## config.mk

```make
export PLATFORM = sky130hd
export DESIGN_NAME = vsync_genlock
export DESIGN_NICKNAME = d
export VERILOG_FILES = /design/src/rtl/vgl_pkg.sv /design/src/rtl/vgl_sync_edge.sv /design/src/rtl/vgl_lock_timer.sv /design/src/rtl/vgl_field_wdog.sv /design/src/rtl/vgl_regs.sv /design/src/rtl/vsync_genlock.sv
export SDC_FILE = /design/constraint.sdc
export NUM_CORES = 1
export LEC_CHECK = 0
export ABC_AREA = 1
export BUFFER_PORTS_ARGS = -buffer_cell sky130_fd_sc_hd__buf_2
export CORE_MARGIN = 2
export CORE_UTILIZATION = 25
export DETAILED_ROUTE_END_ITERATION = 16
export PLACE_DENSITY = 0.38
export SYNTH_ARGS = -nofsm -noshare
export SYNTH_HDL_FRONTEND = slang
export SYNTH_SLANG_ARGS = --single-unit
export TNS_END_PERCENT = 10
```

## constraint.sdc

```tcl
create_clock -name clk -period 8.6 [get_ports clk]
set_input_delay 0 -clock clk [delete_from_list [all_inputs] [get_ports clk]]
set_output_delay 0 -clock clk [all_outputs]
set_load 0.1 [all_outputs]
```

## src/rtl/vgl_pkg.sv

```systemverilog
package vgl_pkg;
  localparam int unsigned REG_W = 32;
  localparam int unsigned ADDR_W = 2;

  localparam logic [ADDR_W-1:0] A_CTRL  = 2'd0;
  localparam logic [ADDR_W-1:0] A_DELAY = 2'd1;
  localparam logic [ADDR_W-1:0] A_RLD   = 2'd2;
  localparam logic [ADDR_W-1:0] A_STAT  = 2'd3;

  localparam int unsigned ST_ODD   = 0;
  localparam int unsigned ST_EVEN  = 1;
  localparam int unsigned ST_ALIGN = 2;
  localparam int unsigned ST_W     = 3;

  typedef struct packed {
    logic wd_on;      // bit 4
    logic disp_fall;  // bit 3
    logic cap_fall;   // bit 2
    logic cont;       // bit 1
    logic oneshot;    // bit 0
  } ctrl_t;

  localparam int unsigned CTRL_W = $bits(ctrl_t);
endpackage

```

## src/rtl/vgl_sync_edge.sv

```systemverilog
module vgl_sync_edge #(
  parameter int unsigned STAGES = 2
) (
  input  logic clk,
  input  logic rst_n,
  input  logic async_in,
  input  logic fall_sel,
  output logic edge_o
);
  logic [STAGES-1:0] pipe_q, pipe_d;
  logic              last_q, last_d;

  generate
    if (STAGES == 1) begin : g_one
      assign pipe_d = async_in;
    end else begin : g_many
      assign pipe_d = {pipe_q[STAGES-2:0], async_in};
    end
  endgenerate

  assign last_d = pipe_q[STAGES-1];

  always_ff @(posedge clk or negedge rst_n) begin
    if (!rst_n) begin
      pipe_q <= '0;
      last_q <= 1'b0;
    end else begin
      pipe_q <= pipe_d;
      last_q <= last_d;
    end
  end

  always_comb begin
    if (fall_sel) edge_o = last_q & ~pipe_q[STAGES-1];
    else          edge_o = ~last_q & pipe_q[STAGES-1];
  end
endmodule

```

## src/rtl/vgl_lock_timer.sv

```systemverilog
module vgl_lock_timer #(
  parameter int unsigned DW = 21
) (
  input  logic          clk,
  input  logic          rst_n,
  input  logic          arm,
  input  logic          trig,
  input  logic [DW-1:0] delay,
  output logic          pulse
);
  logic          run_q, run_d;
  logic [DW-1:0] cnt_q, cnt_d;
  logic          cnt_zero;

  assign cnt_zero = (cnt_q == '0);

  always_comb begin
    run_d = run_q;
    cnt_d = cnt_q;
    if (!arm) begin
      run_d = 1'b0;
    end else if (trig) begin
      run_d = 1'b1;
      cnt_d = delay;
    end else if (run_q) begin
      if (cnt_zero) run_d = 1'b0;
      else          cnt_d = cnt_q - 1'b1;
    end
  end

  always_ff @(posedge clk or negedge rst_n) begin
    if (!rst_n) begin
      run_q <= 1'b0;
      cnt_q <= '0;
    end else begin
      run_q <= run_d;
      cnt_q <= cnt_d;
    end
  end

  assign pulse = run_q & cnt_zero;
endmodule

```

## src/rtl/vgl_field_wdog.sv

```systemverilog
module vgl_field_wdog #(
  parameter int unsigned TW = 16
) (
  input  logic          clk,
  input  logic          rst_n,
  input  logic [TW-1:0] reload,
  input  logic          reload_now,
  input  logic          count_en,
  output logic          expire
);
  logic [TW-1:0] cnt_q, cnt_d;
  logic          live;

  assign live = count_en & ~reload_now & (cnt_q != '0);

  always_comb begin
    cnt_d = cnt_q;
    if (reload_now) cnt_d = reload;
    else if (live)  cnt_d = cnt_q - 1'b1;
  end

  always_ff @(posedge clk or negedge rst_n) begin
    if (!rst_n) cnt_q <= '0;
    else        cnt_q <= cnt_d;
  end

  assign expire = live & (cnt_q == {{(TW-1){1'b0}}, 1'b1});
endmodule

```

## src/rtl/vgl_regs.sv

```systemverilog
module vgl_regs
  import vgl_pkg::*;
#(
  parameter int unsigned DW = 21,
  parameter int unsigned TW = 16
) (
  input  logic                 clk,
  input  logic                 rst_n,
  input  logic                 we,
  input  logic [ADDR_W-1:0]    addr,
  input  logic [REG_W-1:0]     wdata,
  input  logic                 lock_pulse,
  input  logic                 disp_edge,
  input  logic [1:0]           expire,
  output ctrl_t                ctrl,
  output logic [DW-1:0]        delay,
  output logic [TW-1:0]        rld_odd,
  output logic [TW-1:0]        rld_even,
  output logic [ST_W-1:0]      flags,
  output logic [ST_W-1:0]      clr,
  output logic [REG_W-1:0]     rdata
);
  ctrl_t            ctrl_q, ctrl_d;
  logic [DW-1:0]    dly_q, dly_d;
  logic [TW-1:0]    odd_q, odd_d, even_q, even_d;
  logic [ST_W-1:0]  flg_q, flg_d, set_v;
  logic             wait_q, wait_d;

  always_comb begin
    ctrl_d = ctrl_q;
    dly_d  = dly_q;
    odd_d  = odd_q;
    even_d = even_q;
    clr    = '0;
    if (we) begin
      case (addr)
        A_CTRL:  ctrl_d = ctrl_t'(wdata[CTRL_W-1:0]);
        A_DELAY: dly_d  = wdata[DW-1:0];
        A_RLD: begin
          odd_d  = wdata[TW-1:0];
          even_d = wdata[2*TW-1:TW];
        end
        default: clr = wdata[ST_W-1:0];
      endcase
    end else if (lock_pulse && ctrl_q.oneshot) begin
      ctrl_d.oneshot = 1'b0;
    end
    wait_d = wait_q;
    if (lock_pulse)     wait_d = 1'b1;
    else if (disp_edge) wait_d = 1'b0;
    set_v = '0;
    set_v[ST_ODD]   = expire[0];
    set_v[ST_EVEN]  = expire[1];
    set_v[ST_ALIGN] = wait_q & disp_edge;
    flg_d = (flg_q & ~clr) | set_v;
  end

  always_ff @(posedge clk or negedge rst_n) begin
    if (!rst_n) begin
      ctrl_q <= '0;
      dly_q  <= '0;
      odd_q  <= '0;
      even_q <= '0;
      flg_q  <= '0;
      wait_q <= 1'b0;
    end else begin
      ctrl_q <= ctrl_d;
      dly_q  <= dly_d;
      odd_q  <= odd_d;
      even_q <= even_d;
      flg_q  <= flg_d;
      wait_q <= wait_d;
    end
  end

  always_comb begin
    rdata = '0;
    case (addr)
      A_CTRL:  rdata[CTRL_W-1:0] = ctrl_q;
      A_DELAY: rdata[DW-1:0]     = dly_q;
      A_RLD: begin
        rdata[TW-1:0]    = odd_q;
        rdata[2*TW-1:TW] = even_q;
      end
      default: rdata[ST_W-1:0] = flg_q;
    endcase
  end

  assign ctrl     = ctrl_q;
  assign delay    = dly_q;
  assign rld_odd  = odd_q;
  assign rld_even = even_q;
  assign flags    = flg_q;
endmodule

```

## src/rtl/vsync_genlock.sv

```systemverilog
module vsync_genlock
  import vgl_pkg::*;
#(
  parameter int unsigned DELAY_W     = 21,
  parameter int unsigned TOUT_W      = 16,
  parameter int unsigned SYNC_STAGES = 2
) (
  input  logic        clk,
  input  logic        rst_n,
  input  logic        cap_vsync,
  input  logic        disp_vsync,
  input  logic        field_odd,
  input  logic        reg_we,
  input  logic [1:0]  reg_addr,
  input  logic [31:0] reg_wdata,
  output logic [31:0] reg_rdata,
  output logic        lock_pulse
);
  localparam int unsigned NFIELD = 2;

  logic [1:0]         rst_pipe;
  logic               rst_n_i;
  logic               cap_edge, disp_edge;
  ctrl_t              ctrl;
  logic [DELAY_W-1:0] delay;
  logic [TOUT_W-1:0]  rld [NFIELD];
  logic [NFIELD-1:0]  expire;
  logic [ST_W-1:0]    flags, clr;
  logic               arm;

  always_ff @(posedge clk or negedge rst_n) begin
    if (!rst_n) rst_pipe <= 2'b00;
    else        rst_pipe <= {rst_pipe[0], 1'b1};
  end
  assign rst_n_i = rst_pipe[1];

  vgl_sync_edge #(.STAGES(SYNC_STAGES)) u_cap_sync (
    .clk(clk), .rst_n(rst_n_i), .async_in(cap_vsync),
    .fall_sel(ctrl.cap_fall), .edge_o(cap_edge)
  );

  vgl_sync_edge #(.STAGES(SYNC_STAGES)) u_disp_sync (
    .clk(clk), .rst_n(rst_n_i), .async_in(disp_vsync),
    .fall_sel(ctrl.disp_fall), .edge_o(disp_edge)
  );

  assign arm = ctrl.oneshot | ctrl.cont;

  vgl_lock_timer #(.DW(DELAY_W)) u_timer (
    .clk(clk), .rst_n(rst_n_i), .arm(arm), .trig(cap_edge),
    .delay(delay), .pulse(lock_pulse)
  );

  generate
    for (genvar g = 0; g < NFIELD; g++) begin : g_wd
      logic run_this;
      assign run_this = ctrl.wd_on & ((g == 0) ? field_odd : ~field_odd);
      vgl_field_wdog #(.TW(TOUT_W)) u_wd (
        .clk(clk), .rst_n(rst_n_i), .reload(rld[g]),
        .reload_now(cap_edge), .count_en(run_this), .expire(expire[g])
      );
    end
  endgenerate

  vgl_regs #(.DW(DELAY_W), .TW(TOUT_W)) u_regs (
    .clk(clk), .rst_n(rst_n_i), .we(reg_we), .addr(reg_addr),
    .wdata(reg_wdata), .lock_pulse(lock_pulse), .disp_edge(disp_edge),
    .expire(expire), .ctrl(ctrl), .delay(delay), .rld_odd(rld[0]),
    .rld_even(rld[1]), .flags(flags), .clr(clr), .rdata(reg_rdata)
  );
endmodule

```

==> flow_summary.toml <==
[clock_network]
clkSinkCount = 124
cts_resized = 0
post_cts_buffers = 0
clk_latency_ps = 420
cts_tree = "done"
cts_made_buffers = 17
cts_root_buf = "clkbuf_16"
cts_buffer_depth = 2
htreeDepth = 4
postCtsHoldBufs = 37
path_clk_slew_ps = 60

[min_path]
min_path_type = "in -> reg"

[run]
max_cap_viol_count = 0

[floorplanning]
die_area_sq_um = 29200
die_h_um = 171
io-pin-count = 73
start_util = 0.252
fp.dieW_um = 171
placementRows = 61
coreArea_sq_um = 27600

[yosys]
ys_warn_count = 0
yosys-top-cells-area = "dfrtp_1 (45%), nand2_1 (17%), nand3_1 (5.6%), o21ai_0 (5.5%), inv_1 (5.5%)"
synth.most_common_cell = "nand2_1"
syn-num-nets = 993
synth.yosys.seq_area_share = 0.446
dominantRegCellSynth = "dfrtp_1"
netlist_area_sq_um = 6950
synth.avg_cell_area_sq_um = 7.39
async_flop_share = 1.00
synth_edf_count = 0
synth_cells = 941
synth_top_area_share = 0.446
synth_top_cell_by_area = "dfrtp_1"
synth_common_cells = "nand2_1 (322), dfrtp_1 (124), inv_1 (101)"
yosys.cell_types.count = 39
ys_seq_elements = 124

[global_routing]
antenna_found_initial = 0
grt_max_degree = 54
track_usage = 0.154
first_global_vias = 6115
grt_overflow = 0
grt_pass1_wl_um = 34500

[timing]
tightest_slew_ps = 1070
tns_ps = 0
final_max_slew_viol_count = 0
hold_viol = 0
hold_ws_ps = 210
period_needed_ps = 2280
max_slew_margin = 0.283
final-setup-viol-count = 0
fin_worst_skew_ps = 11.3
final.period_utilization = 0.265
rsz0062_at_grt = "no"
max_freq_mhz = 439

[layout]
nets = 1095
fill_cells = 3023
diodes = 0
drive_above_1_share = 0.140
seqCellArea_sq_um = 3110
multiInputGateArea_sq_um = 3280
syn_to_final_growth_pct = 24.7

[power_and_ir_drop]
power.density_nw_per_um2 = 292
ir_worst_vdd_mv = 0.134
p_leak_uw = 0.00435

[placement]
io_buffers = 72
dp_hpwl_um = 15000
gp_congestion = 0.817

[routing]
wire_per_inst_um = 14.8
drt-pass1-iter-count = 4
drc = 0
ant_nets = 0
drt-initial-drc-count = 333
vias = 6187
viasPerCell = 4.31
totalWireLength_um = 21200

[critical_path]
arrival_ps = 2280
crit_required_ps = 8600
end_kind = "primary output"
cp-start-kind = "flip-flop"
path_max_fanout = 4
criticalPathCategory = "reg -> out"

[run_status]
outcome = "finished clean"
worst paths after layout:
check | depth (start not counted) | start | end | slack, ps
setup / recovery | 7 | u_timer.cnt_q[0] | lock_pulse | 6320
hold / removal | 5 | reg_addr[1] | u_regs.flags[2] | 210
setup reg to reg | 12 | u_regs.ctrl[2] | g_wd[0].u_wd.cnt_q[14] | 6410
hold reg to reg | 0 | rst_pipe[1] | u_disp_sync.pipe_q[0] | 240
max in group asynchronous | 2 | rst_pipe[1] | u_timer.cnt_q[7] | 6680
min in group asynchronous | 0 | rst_pipe[1] | u_disp_sync.pipe_q[0] | 240
routing by layer:
| layer | share of wire | up-vias | global-route usage |
|---|---|---|---|
| met1 | 0.50 | 2911 | 0.205 |
| met3 | 0.018 | 13 | 0.0303 |
| met5 | 0 | - | 0 |
| li1 | - | 3192 | - |
| met2 | 0.47 | 71 | 0.254 |
| met4 | 0.012 | 0 | 0.0412 |
where the power goes:
group	leakage [uW]	switching [uW]	internal (uW)	total, uW
Clock	0.000300	291	504	796
Combinational	0.00251	569	278	847
Sequential	0.00155	160	729	889
cell families after synthesis:
| kind of cell | share of synthesized area |
|---|---|
| xor+xnor | 0.0227 |
| other cells | 0.000539 |
| buf+inv | 0.0829 |
| flops | 0.446 |
| compound gates | 0.0963 |
| mux | 0.0236 |
| fa+ha+maj | 0.0216 |
| simple gates | 0.306 |
cell type report:
| cell class | count | share of cell area |
|---|---|---|
| multi-input combinational | 680 | 0.378 |
| timing repair buffer | 115 | 0.0895 |
| inverter | 105 | 0.0457 |
| tap | 378 | 0.0545 |
| sequential | 124 | 0.358 |
| clock inverter | 12 | 0.0214 |
| clock buffer | 20 | 0.0527 |
worst max-delay path: stages, from the launching register on:
cell and delay (ps):
dfrtp_1 370, inv_1 130, ha_1 200, nand2_1 60, nor2_1 130, nand2_1 60, nor4b_1 390, buf_2 520
metrics by stage:
stage | instance area [sq um] | std cells | setup slack [ps] | total power, uW | utilization
floorplan | 6950 | 941 | 4670 | 1530 | -
global placement | 7660 | 1365 | 6400 | 1750 | 0.278
detailed placement | 7660 | 1365 | 6390 | 1740 | 0.278
CTS | 8670 | 1434 | 6280 | 2570 | 0.315
global route | 8670 | 1434 | 6070 | 2730 | 0.315
finish | 8670 | 1434 | 6320 | 2530 | 0.315
flip-flops by register name, indices dropped and copies added, names as in the netlist, 3 cells and up:
name and count:
g_wd.u_wd.cnt_q 32, u_regs.rld_odd 16, u_regs.ctrl 5, u_regs.delay 21, u_timer.cnt_q 21, u_regs.rld_even 16, u_regs.flags 3
cells in the final DEF (no fill, tap or decap), types with 5 or more instances in the layout:
master / synthesis / final
nand4_1: 9 / 9
nand3_1: 78 / 78
a21oi_1: 23 / 23
nand2_2: 5 / 6
mux2_2: 11 / 11
o21ai_0: 77 / 77
dlygate4sd3_1: 0 / 37
nand2_1: 322 / 321
buf_4: 5 / 6
o211ai_1: 6 / 6
xnor2_1: 8 / 8
nor2_1: 77 / 77
clkbuf_16: 0 / 17
inv_1: 101 / 101
o21ai_2: 5 / 5
xor2_1: 10 / 10
ha_1: 12 / 12
buf_2: 9 / 72
dfrtp_1: 124 / 123
nor3_1: 5 / 5
Note: power is estimated with default switching activity, not from simulation.
